### src/rtl/cal_pkg.sv
// Package: shared time record, register select codes and format helpers.
// Assumes values in binary are below 100 when converted to BCD.
package cal_pkg;

    typedef struct packed {
        logic [6:0] sec;
        logic [6:0] min;
        logic [6:0] hour;
        logic [2:0] dow;
        logic [4:0] dom;
        logic [3:0] mon;
        logic [6:0] year;
    } cal_time_t;

    localparam logic [3:0] SEL_SEC  = 4'd0;
    localparam logic [3:0] SEL_MIN  = 4'd1;
    localparam logic [3:0] SEL_HOUR = 4'd2;
    localparam logic [3:0] SEL_DOW  = 4'd3;
    localparam logic [3:0] SEL_DOM  = 4'd4;
    localparam logic [3:0] SEL_MON  = 4'd5;
    localparam logic [3:0] SEL_YEAR = 4'd6;
    localparam logic [3:0] SEL_CENT = 4'd7;
    localparam logic [3:0] SEL_CTL  = 4'd8;

    // Binary 0..99 to packed BCD.
    function automatic logic [7:0] bin2bcd(input logic [6:0] v);
        logic [6:0] tens;
        logic [6:0] ones;
        tens = v / 7'd10;
        ones = v % 7'd10;
        return {tens[3:0], ones[3:0]};
    endfunction

    // Packed BCD to binary.
    function automatic logic [6:0] bcd2bin(input logic [7:0] b);
        return ({3'b000, b[7:4]} * 7'd10) + {3'b000, b[3:0]};
    endfunction

endpackage

### src/rtl/cal_month_len.sv
// Month length: days in the current month, with the full leap-year rule.
// Assumes year is binary 0..99 and century is already decoded to binary.
module cal_month_len (
    input  logic [3:0] mon,
    input  logic [6:0] year,
    input  logic [6:0] cent,
    output logic [4:0] days
);
    logic leap;

    // Leap test: year 0 defers to the century, otherwise divisible by 4.
    always_comb begin
        if (year == 7'd0) leap = (cent[1:0] == 2'b00);
        else              leap = (year[1:0] == 2'b00);
    end

    // Length table by month number.
    always_comb begin
        case (mon)
            4'd2:                    days = leap ? 5'd29 : 5'd28;
            4'd4, 4'd6, 4'd9, 4'd11: days = 5'd30;
            default:                 days = 5'd31;
        endcase
    end
endmodule

### src/rtl/cal_advance.sv
// Next-second logic: full carry chain plus the daylight-saving jumps.
// Assumes day of week 1 is Sunday; out-of-range fields wrap at their limit.
module cal_advance
    import cal_pkg::*;
#(
    parameter int SPRING_MONTH = 4,
    parameter int FALL_MONTH   = 10,
    parameter int FALL_LAST    = 31
) (
    input  cal_time_t  cur,
    input  logic [4:0] mlen,
    input  logic       dst_en,
    input  logic       fall_done,
    output cal_time_t  nxt,
    output logic       day_roll,
    output logic       year_wrap,
    output logic       fall_jump
);
    localparam int FALL_FIRST = FALL_LAST - 6;

    logic at_159, sunday, spring_jump;
    logic sec_w, min_w, hr_w, dom_w, mon_w;

    // Daylight-saving window detection.
    always_comb begin
        at_159      = (cur.hour == 7'd1) && (cur.min == 7'd59) && (cur.sec == 7'd59);
        sunday      = (cur.dow == 3'd1);
        spring_jump = dst_en && at_159 && sunday &&
                      (cur.mon == 4'(SPRING_MONTH)) && (cur.dom <= 5'd7);
        fall_jump   = dst_en && at_159 && sunday && !fall_done &&
                      (cur.mon == 4'(FALL_MONTH)) && (cur.dom >= 5'(FALL_FIRST));
    end

    // Carry chain from seconds to year.
    always_comb begin
        sec_w     = (cur.sec  >= 7'd59);
        min_w     = sec_w && (cur.min  >= 7'd59);
        hr_w      = min_w && (cur.hour >= 7'd23);
        dom_w     = hr_w  && (cur.dom  >= mlen);
        mon_w     = dom_w && (cur.mon  >= 4'd12);
        year_wrap = mon_w && (cur.year >= 7'd99);
        day_roll  = hr_w;

        nxt      = cur;
        nxt.sec  = sec_w ? 7'd0 : cur.sec + 7'd1;
        if (sec_w) nxt.min  = min_w ? 7'd0 : cur.min + 7'd1;
        if (min_w) nxt.hour = hr_w  ? 7'd0 : cur.hour + 7'd1;
        if (hr_w) begin
            nxt.dow = (cur.dow >= 3'd7) ? 3'd1 : cur.dow + 3'd1;
            nxt.dom = dom_w ? 5'd1 : cur.dom + 5'd1;
        end
        if (dom_w) nxt.mon  = mon_w ? 4'd1 : cur.mon + 4'd1;
        if (mon_w) nxt.year = year_wrap ? 7'd0 : cur.year + 7'd1;

        if (spring_jump) begin
            nxt.hour = 7'd3;
            nxt.min  = 7'd0;
            nxt.sec  = 7'd0;
        end else if (fall_jump) begin
            nxt.hour = 7'd1;
            nxt.min  = 7'd0;
            nxt.sec  = 7'd0;
        end
    end
endmodule

### src/rtl/cal_read_fmt.sv
// Read formatter: converts binary state to the host's chosen encoding.
// Assumes hours are held 0..23 in binary.
module cal_read_fmt
    import cal_pkg::*;
(
    input  logic [3:0] rd_sel,
    input  cal_time_t  t,
    input  logic [7:0] cent,
    input  logic [3:0] ctl,
    output logic [7:0] rd_data
);
    logic       fmt_bin, fmt_h24;
    logic [6:0] h12;
    logic [7:0] hour_enc;

    // Encode one field in binary or BCD.
    function automatic logic [7:0] enc(input logic [6:0] v, input logic b);
        return b ? {1'b0, v} : bin2bcd(v);
    endfunction

    // Hour encoding for 24-hour and 12-hour views.
    always_comb begin
        fmt_bin = ctl[0];
        fmt_h24 = ctl[1];
        if (t.hour == 7'd0)      h12 = 7'd12;
        else if (t.hour > 7'd12) h12 = t.hour - 7'd12;
        else                     h12 = t.hour;
        if (fmt_h24) hour_enc = enc(t.hour, fmt_bin);
        else         hour_enc = {(t.hour >= 7'd12), enc(h12, fmt_bin)[6:0]};
    end

    // Read multiplexer.
    always_comb begin
        case (rd_sel)
            SEL_SEC:  rd_data = enc(t.sec, fmt_bin);
            SEL_MIN:  rd_data = enc(t.min, fmt_bin);
            SEL_HOUR: rd_data = hour_enc;
            SEL_DOW:  rd_data = enc({4'd0, t.dow}, fmt_bin);
            SEL_DOM:  rd_data = enc({2'd0, t.dom}, fmt_bin);
            SEL_MON:  rd_data = enc({3'd0, t.mon}, fmt_bin);
            SEL_YEAR: rd_data = enc(t.year, fmt_bin);
            SEL_CENT: rd_data = cent;
            SEL_CTL:  rd_data = {4'd0, ctl};
            default:  rd_data = 8'd0;
        endcase
    end
endmodule

### src/rtl/civil_clock.sv
// Top: calendar state, host write decode, control bits and strobe handling.
// Assumes tick is a single-cycle strobe; control bits carry no reset.
module civil_clock
    import cal_pkg::*;
#(
    parameter int         SPRING_MONTH = 4,
    parameter int         FALL_MONTH   = 10,
    parameter int         FALL_LAST    = 31,
    parameter logic [7:0] RESET_CENT   = 8'h20
) (
    input  logic       clk,
    input  logic       rst_n,
    input  logic       tick,
    input  logic       wr_en,
    input  logic [3:0] wr_sel,
    input  logic [7:0] wr_data,
    input  logic [3:0] rd_sel,
    output logic [7:0] rd_data
);
    cal_time_t  time_q, time_nxt;
    logic [7:0] cent_q;
    logic [3:0] ctl_q;
    logic       fall_done;
    logic       ctl_bin, ctl_h24, ctl_dst, ctl_hold;
    logic       time_wr, adv;
    logic       day_roll, year_wrap, fall_jump;
    logic [4:0] mlen;
    logic [6:0] cent_dec, wr_val, h12_in, hour_in;

    // Control field split and strobe qualification.
    always_comb begin
        ctl_bin  = ctl_q[0];
        ctl_h24  = ctl_q[1];
        ctl_dst  = ctl_q[2];
        ctl_hold = ctl_q[3];
        time_wr  = wr_en && (wr_sel <= SEL_CENT);
        adv      = tick && !ctl_hold && !time_wr;
        cent_dec = ctl_bin ? cent_q[6:0] : bcd2bin({1'b0, cent_q[6:0]});
    end

    // Host write data decode into binary.
    always_comb begin
        wr_val  = ctl_bin ? wr_data[6:0] : bcd2bin(wr_data);
        h12_in  = ctl_bin ? wr_data[6:0] : bcd2bin({1'b0, wr_data[6:0]});
        if (ctl_h24) hour_in = wr_val;
        else         hour_in = ((h12_in == 7'd12) ? 7'd0 : h12_in) +
                               (wr_data[7] ? 7'd12 : 7'd0);
    end

    cal_month_len u_len (
        .mon  (time_q.mon),
        .year (time_q.year),
        .cent (cent_dec),
        .days (mlen)
    );

    cal_advance #(
        .SPRING_MONTH (SPRING_MONTH),
        .FALL_MONTH   (FALL_MONTH),
        .FALL_LAST    (FALL_LAST)
    ) u_adv (
        .cur       (time_q),
        .mlen      (mlen),
        .dst_en    (ctl_dst),
        .fall_done (fall_done),
        .nxt       (time_nxt),
        .day_roll  (day_roll),
        .year_wrap (year_wrap),
        .fall_jump (fall_jump)
    );

    cal_read_fmt u_fmt (
        .rd_sel  (rd_sel),
        .t       (time_q),
        .cent    (cent_q),
        .ctl     (ctl_q),
        .rd_data (rd_data)
    );

    // Control register: host-written only, untouched by reset.
    always_ff @(posedge clk) begin
        if (wr_en && (wr_sel == SEL_CTL)) ctl_q <= wr_data[3:0];
    end

    // Time and calendar state: reset, host write, or one-second advance.
    always_ff @(posedge clk) begin
        if (!rst_n) begin
            time_q <= '{sec: 7'd0, min: 7'd0, hour: 7'd0, dow: 3'd1,
                        dom: 5'd1, mon: 4'd1, year: 7'd0};
            cent_q <= RESET_CENT;
        end else if (time_wr) begin
            case (wr_sel)
                SEL_SEC:  time_q.sec  <= wr_val;
                SEL_MIN:  time_q.min  <= wr_val;
                SEL_HOUR: time_q.hour <= hour_in;
                SEL_DOW:  time_q.dow  <= wr_val[2:0];
                SEL_DOM:  time_q.dom  <= wr_val[4:0];
                SEL_MON:  time_q.mon  <= wr_val[3:0];
                SEL_YEAR: time_q.year <= wr_val;
                default:  cent_q      <= wr_data;
            endcase
        end else if (adv) begin
            time_q <= time_nxt;
            if (year_wrap) cent_q <= {cent_q[7], 7'h20};
        end
    end

    // One-shot autumn flag: set by the fall jump, cleared at the next day.
    always_ff @(posedge clk) begin
        if (!rst_n)                fall_done <= 1'b0;
        else if (adv && fall_jump) fall_done <= 1'b1;
        else if (adv && day_roll)  fall_done <= 1'b0;
    end
endmodule

### config.mk
export PLATFORM = sky130hd
export DESIGN_NAME = civil_clock
export DESIGN_NICKNAME = d
export VERILOG_FILES = /design/src/rtl/cal_pkg.sv /design/src/rtl/cal_month_len.sv /design/src/rtl/cal_advance.sv /design/src/rtl/cal_read_fmt.sv /design/src/rtl/civil_clock.sv
export SDC_FILE = /design/constraint.sdc
export NUM_CORES = 1
export LEC_CHECK = 0
export BUFFER_PORTS_ARGS = -buffer_cell sky130_fd_sc_hd__buf_2
export CAP_MARGIN = 20
export CORE_ASPECT_RATIO = 1.75
export CORE_MARGIN = 2
export CORE_UTILIZATION = 27
export DETAILED_ROUTE_END_ITERATION = 10
export SLEW_MARGIN = 10
export SYNTH_ARGS = -nofsm -noshare
export SYNTH_HDL_FRONTEND = slang
export SYNTH_SLANG_ARGS = --single-unit
export TNS_END_PERCENT = 1
### constraint.sdc
create_clock -name clk -period 12.93 [get_ports clk]
set_input_delay 3.879 -clock clk [delete_from_list [all_inputs] [get_ports clk]]
set_output_delay 3.879 -clock clk [all_outputs]
set_load 0.005 [all_outputs]
# Word-level counts from Yosys, hierarchy flattened
# Cells that the tools add are included.
# word_totals
reg_bits,53
output_inout_bits,8
wordCells,187
# classes
add_sub_neg,12
n_mul,3
div_mod_pow,16
n_lt_le_gt_ge,12
n_eq_ne,34
n_mux,50
bitwise,1
reduce_logical,48
# ops
op,n
$mux W7,20
$mux W8,11
$mux W40,2
$pmux W8 S9,1
$mux W21,2
$eq A4 B3 Y1 const B,9
$div A7 B4 Y7 const B,5
$mod A7 B4 Y7 const B,5
$add A7 B1 Y7 const B,4
$add A7 B4 Y7,3
$reduce_and A3 Y1,7
$eq A4 B2 Y1 const B,5
$eq A4 B4 Y1 const B,5
$logic_and A1 B1 Y1,20
$mux W4,4
$eq A7 B6 Y1 const B,2
$ge A7 B6 Y1 const B,2
$logic_not A7 Y1,2
$ne A2 B1 Y1 const B,7
$reduce_bool A2 Y1,6
$mux W5,2
$pmux W5 S2,1
$eq A4 B1 Y1 const B,2
$logic_not A4 Y1,2
other kinds (38),47

# Depth between registers and ports, before layout
# logic_depth
depth_word,15
mapped_depth,20
mapped_depth_nobuf,17

# Hierarchy
# Synthesis repeated with hierarchy kept, for this count alone.
# hier_totals
cells_unflattened,1184
hier_area_um2,8310.5
# by_module_without_submodules
module,n_inst,cells_each,area_per_inst_um2
cal_read_fmt,1,597,3716.1
civil_clock,1,378,3199.3
cal_advance,1,197,1305.0
cal_month_len,1,12,90.1

# Worst setup path before layout
# Ideal clock, no wire load.
# synth_timing
path_kind,input-to-output
start,input rd_sel[2]
end,output rd_data[1]
t_arrival_ps,5189
required_time_ps,9051
path_slack_ps,3862
path_stages,8
path_buffers,1
cell_sequence,buf_1 -> mux2i_1 -> nor3_1 -> a211oi_1 -> o21ai_0 -> a21oi_1 -> o211ai_1 -> a221o_1
# synth_between
elab_chain_cells,2
elab_cells_between_ends,10
# synth_lines
element,line,text
start: declaration,civil_clock.sv:17,"input logic [3:0] rd_sel,"
$eq A4 B4 Y1 (tied with other cells),cal_read_fmt.sv:34,case (rd_sel)
$pmux W8 S9 *,cal_read_fmt.sv:34,
end: declaration,civil_clock.sv:18,output logic [7:0] rd_data
# Every way passes the cells marked *; elsewhere a longest branch is shown, timed or not.

# Final worst setup path
# layout_timing
start,input rd_sel[2]
end,output rd_data[7]
# Same word-level chain as after synthesis.

==> impl_metrics.ini <==
[outcome]
status = completed

[power_and_ir_drop]
ir_drop_mv = 0.0432
powerDensity_nw_per_um2 = 53.9
p_leak_nw = 2.96

[clock_tree]
numCtsBuffers = 5
cts-root-to-sink-buffers = 2
clk_latency_ns = 0.31
clockRootBuffer = clkbuf_16
ctsResizeCount = 0
cts_hold_buf = 0
cts.reportedPaths.clkPinSlew_ns = 0.07
htreeDepth = 2
tritoncts = done
cts.sinks = 53
post-cts-setup-buffers = 0

[sta]
max_freq_ghz = 0.105
tns_ns = 0
drv_slew = 0
fin_crit_sh = 0.738
timing.clock.skew_ns = 0.00759
tightest_slew_ns = 1.10
hold_ws_ns = 0.530
setup_viol_count_final = 0
rsz0062_at_grt = false
final-hold-violation-count = 0
layout_min_cycle_time_ns = 9.54
relSlewSlack = 0.264

[detailed_routing]
drt_first_pass_iters = 6
vias = 8253
drt_iter0_drc = 616
vias_per_cell = 5.84
postRouteAntennaNets = 0
drt-total-wl_mm = 28.8
wl_per_cell_um = 20.4
drc = 0

[synthesis]
yosysUniqueCellTypes = 95
synthCells = 1072
ys_warn_count = 0
syn-num-nets = 1145
yosys_register_bits = 53
synth-edff-count = 4
ys_async_sr_fraction = 0
synth_area_um2 = 7490
synth-seq-area-share = 0.147
netlist.area_leader.share = 0.131
synthFlopType = dfxtp_1
yosys-top-cells-area = dfxtp_1 (13%), ha_1 (8.4%), o21ai_0 (7.4%)
synth_area_leader_cell = dfxtp_1
synth_area_per_cell_um2 = 6.99

[place]
placed_cells_incl_taps = 1403
hpwl_mm = 22.2
port_buffers = 27
gp_congestion = 1.01

[critical_path]
cp-end-kind = output port
crit_path_max_fanout = 14
crit_path_start_kind = primary input
critPathRequiredTime_ns = 9.05
cp.arrival_ns = 5.66
critPathKind = primary input to output port

[die]
row_count = 80
die_y_um = 224
dieArea_um2 = 29100
start_util = 0.274
core-area_um2 = 27300
die_w_um = 130
io_pins = 28

[worst_hold_path]
hold_path.class = flip-flop to flip-flop

[finish]
final_cells = 1413
fin_nets = 1114
layout-drive-gt1-share = 0.0787
area_growth_pct = 6.35

[global_routing]
track_usage = 0.198
grt_max_degree = 56
grt_pass1_vias = 7733
antenna_found_initial = 3
grt_pass1_wl_mm = 44.6
grt-ovfl-total = 0

[run]
maxCapViolCount = 0
[logic make-up (layout without fill, tap and decap cells)]
logic type	count (synthesis)	count (layout)	share of synthesized area
other	0	2	0
XOR/XNOR	23	23	0.0269
AND/OR/NAND/NOR	397	397	0.279
flip-flops	53	53	0.147
multiplexers	20	20	0.0284
adder cells (fa/ha/maj)	55	55	0.0942
buffers and inverters	126	96	0.0715
AO/OA/AOI/OAI	398	398	0.353
[placed cells by master (no fill, tap or decap), drive strengths merged, types with 19 or more instances in the layout]
cell type / Yosys / final
nor3: 39 / 39
nand2: 87 / 87
nand3: 30 / 30
ha: 50 / 50
dfxtp: 49 / 49
nand2b: 23 / 23
o22ai: 19 / 19
buf: 29 / 35
nor2: 90 / 90
nor2b: 34 / 34
a31oi: 26 / 26
o21ai: 117 / 117
inv: 53 / 54
a21oi: 69 / 69
[sequential cells by signal, indices dropped and copies added, names as in the netlist]
signal	count
cent_q	8
fall_done	1
time_q	40
ctl_q	4
[power breakdown]
part / total, mW / switching, mW / internal [mW]
Clock: 0.144 / 0.0707 / 0.0731
Sequential: 0.176 / 0.00814 / 0.168
Combinational: 0.110 / 0.0694 / 0.0405
Total: 0.429 / 0.148 / 0.281
[per-layer routing]
layer  wire length, um  share of wire  up-vias  global-route usage
met5                11        0.00038        -                   0
met4              2520          0.088        2               0.154
met3              1430          0.050      113              0.0188
met2             14800           0.51      303               0.360
met1             10000           0.35     3904               0.201
li1                  -              -     3931                   -
[Yosys cell counts, types with 18 or more instances]
cell type,number
ha_1,50
dfxtp_1,49
a21oi_1,68
nand2b_1,23
inv_1,53
nor3_1,37
nand3_1,30
nand2_1,86
o211ai_1,18
nor2b_1,34
nor2_1,88
a31oi_1,26
o21ai_0,110
clkbuf_1,43
[final cells by class]
| type | count | area, um^2 |
|---|---|---|
| Antenna cell | 2 | 5.00 |
| Timing Repair Buffer | 35 | 195 |
| Multi-Input combinational cell | 893 | 5850 |
| Sequential cell | 53 | 1100 |
| Clock buffer | 5 | 125 |
| Inverter | 53 | 199 |
| Tap cell | 369 | 462 |
| Clock inverter | 3 | 25.0 |
| Fill cell | 2984 | 19400 |
[path summary, 6_finish.rpt]
kind                                             start                      to  slack (ns)  depth (start not counted)
worst max register to register  time_q[5]$_SDFFE_PN0P_  time_q[5]$_SDFFE_PN0P_        8.48                         14
worst max-delay path                         rd_sel[2]              rd_data[7]        3.39                          9
worst min register to register  cent_q[2]$_SDFFE_PN0P_  cent_q[2]$_SDFFE_PN0P_        0.53                          2
worst min-delay path            cent_q[2]$_SDFFE_PN0P_  cent_q[2]$_SDFFE_PN0P_        0.53                          2
[critical path, stage by stage]
cell	delay [ns]
buf_2	0.25
nor2b_1	0.32
nand2_1	0.09
nor2_1	0.37
nand3_1	0.13
o31ai_1	0.11
a31oi_1	0.06
o21ai_0	0.27
buf_2	0.17
[per-stage QoR]
| step | setup WS (ns) | util | total power [mW] | instance area (um^2) |
|---|---|---|---|---|
| finish | 3.39 | 0.291 | 0.429 | 7970 |
| floorplan | 3.86 | - | 0.252 | 7490 |
| global placement | 3.41 | 0.286 | 0.286 | 7810 |
| detailed placement | 3.46 | 0.286 | 0.287 | 7810 |
| CTS | 3.46 | 0.291 | 0.430 | 7960 |
| global route | 3.26 | 0.291 | 0.450 | 7960 |
No activity file was read; power rests on OpenSTA's default activity.
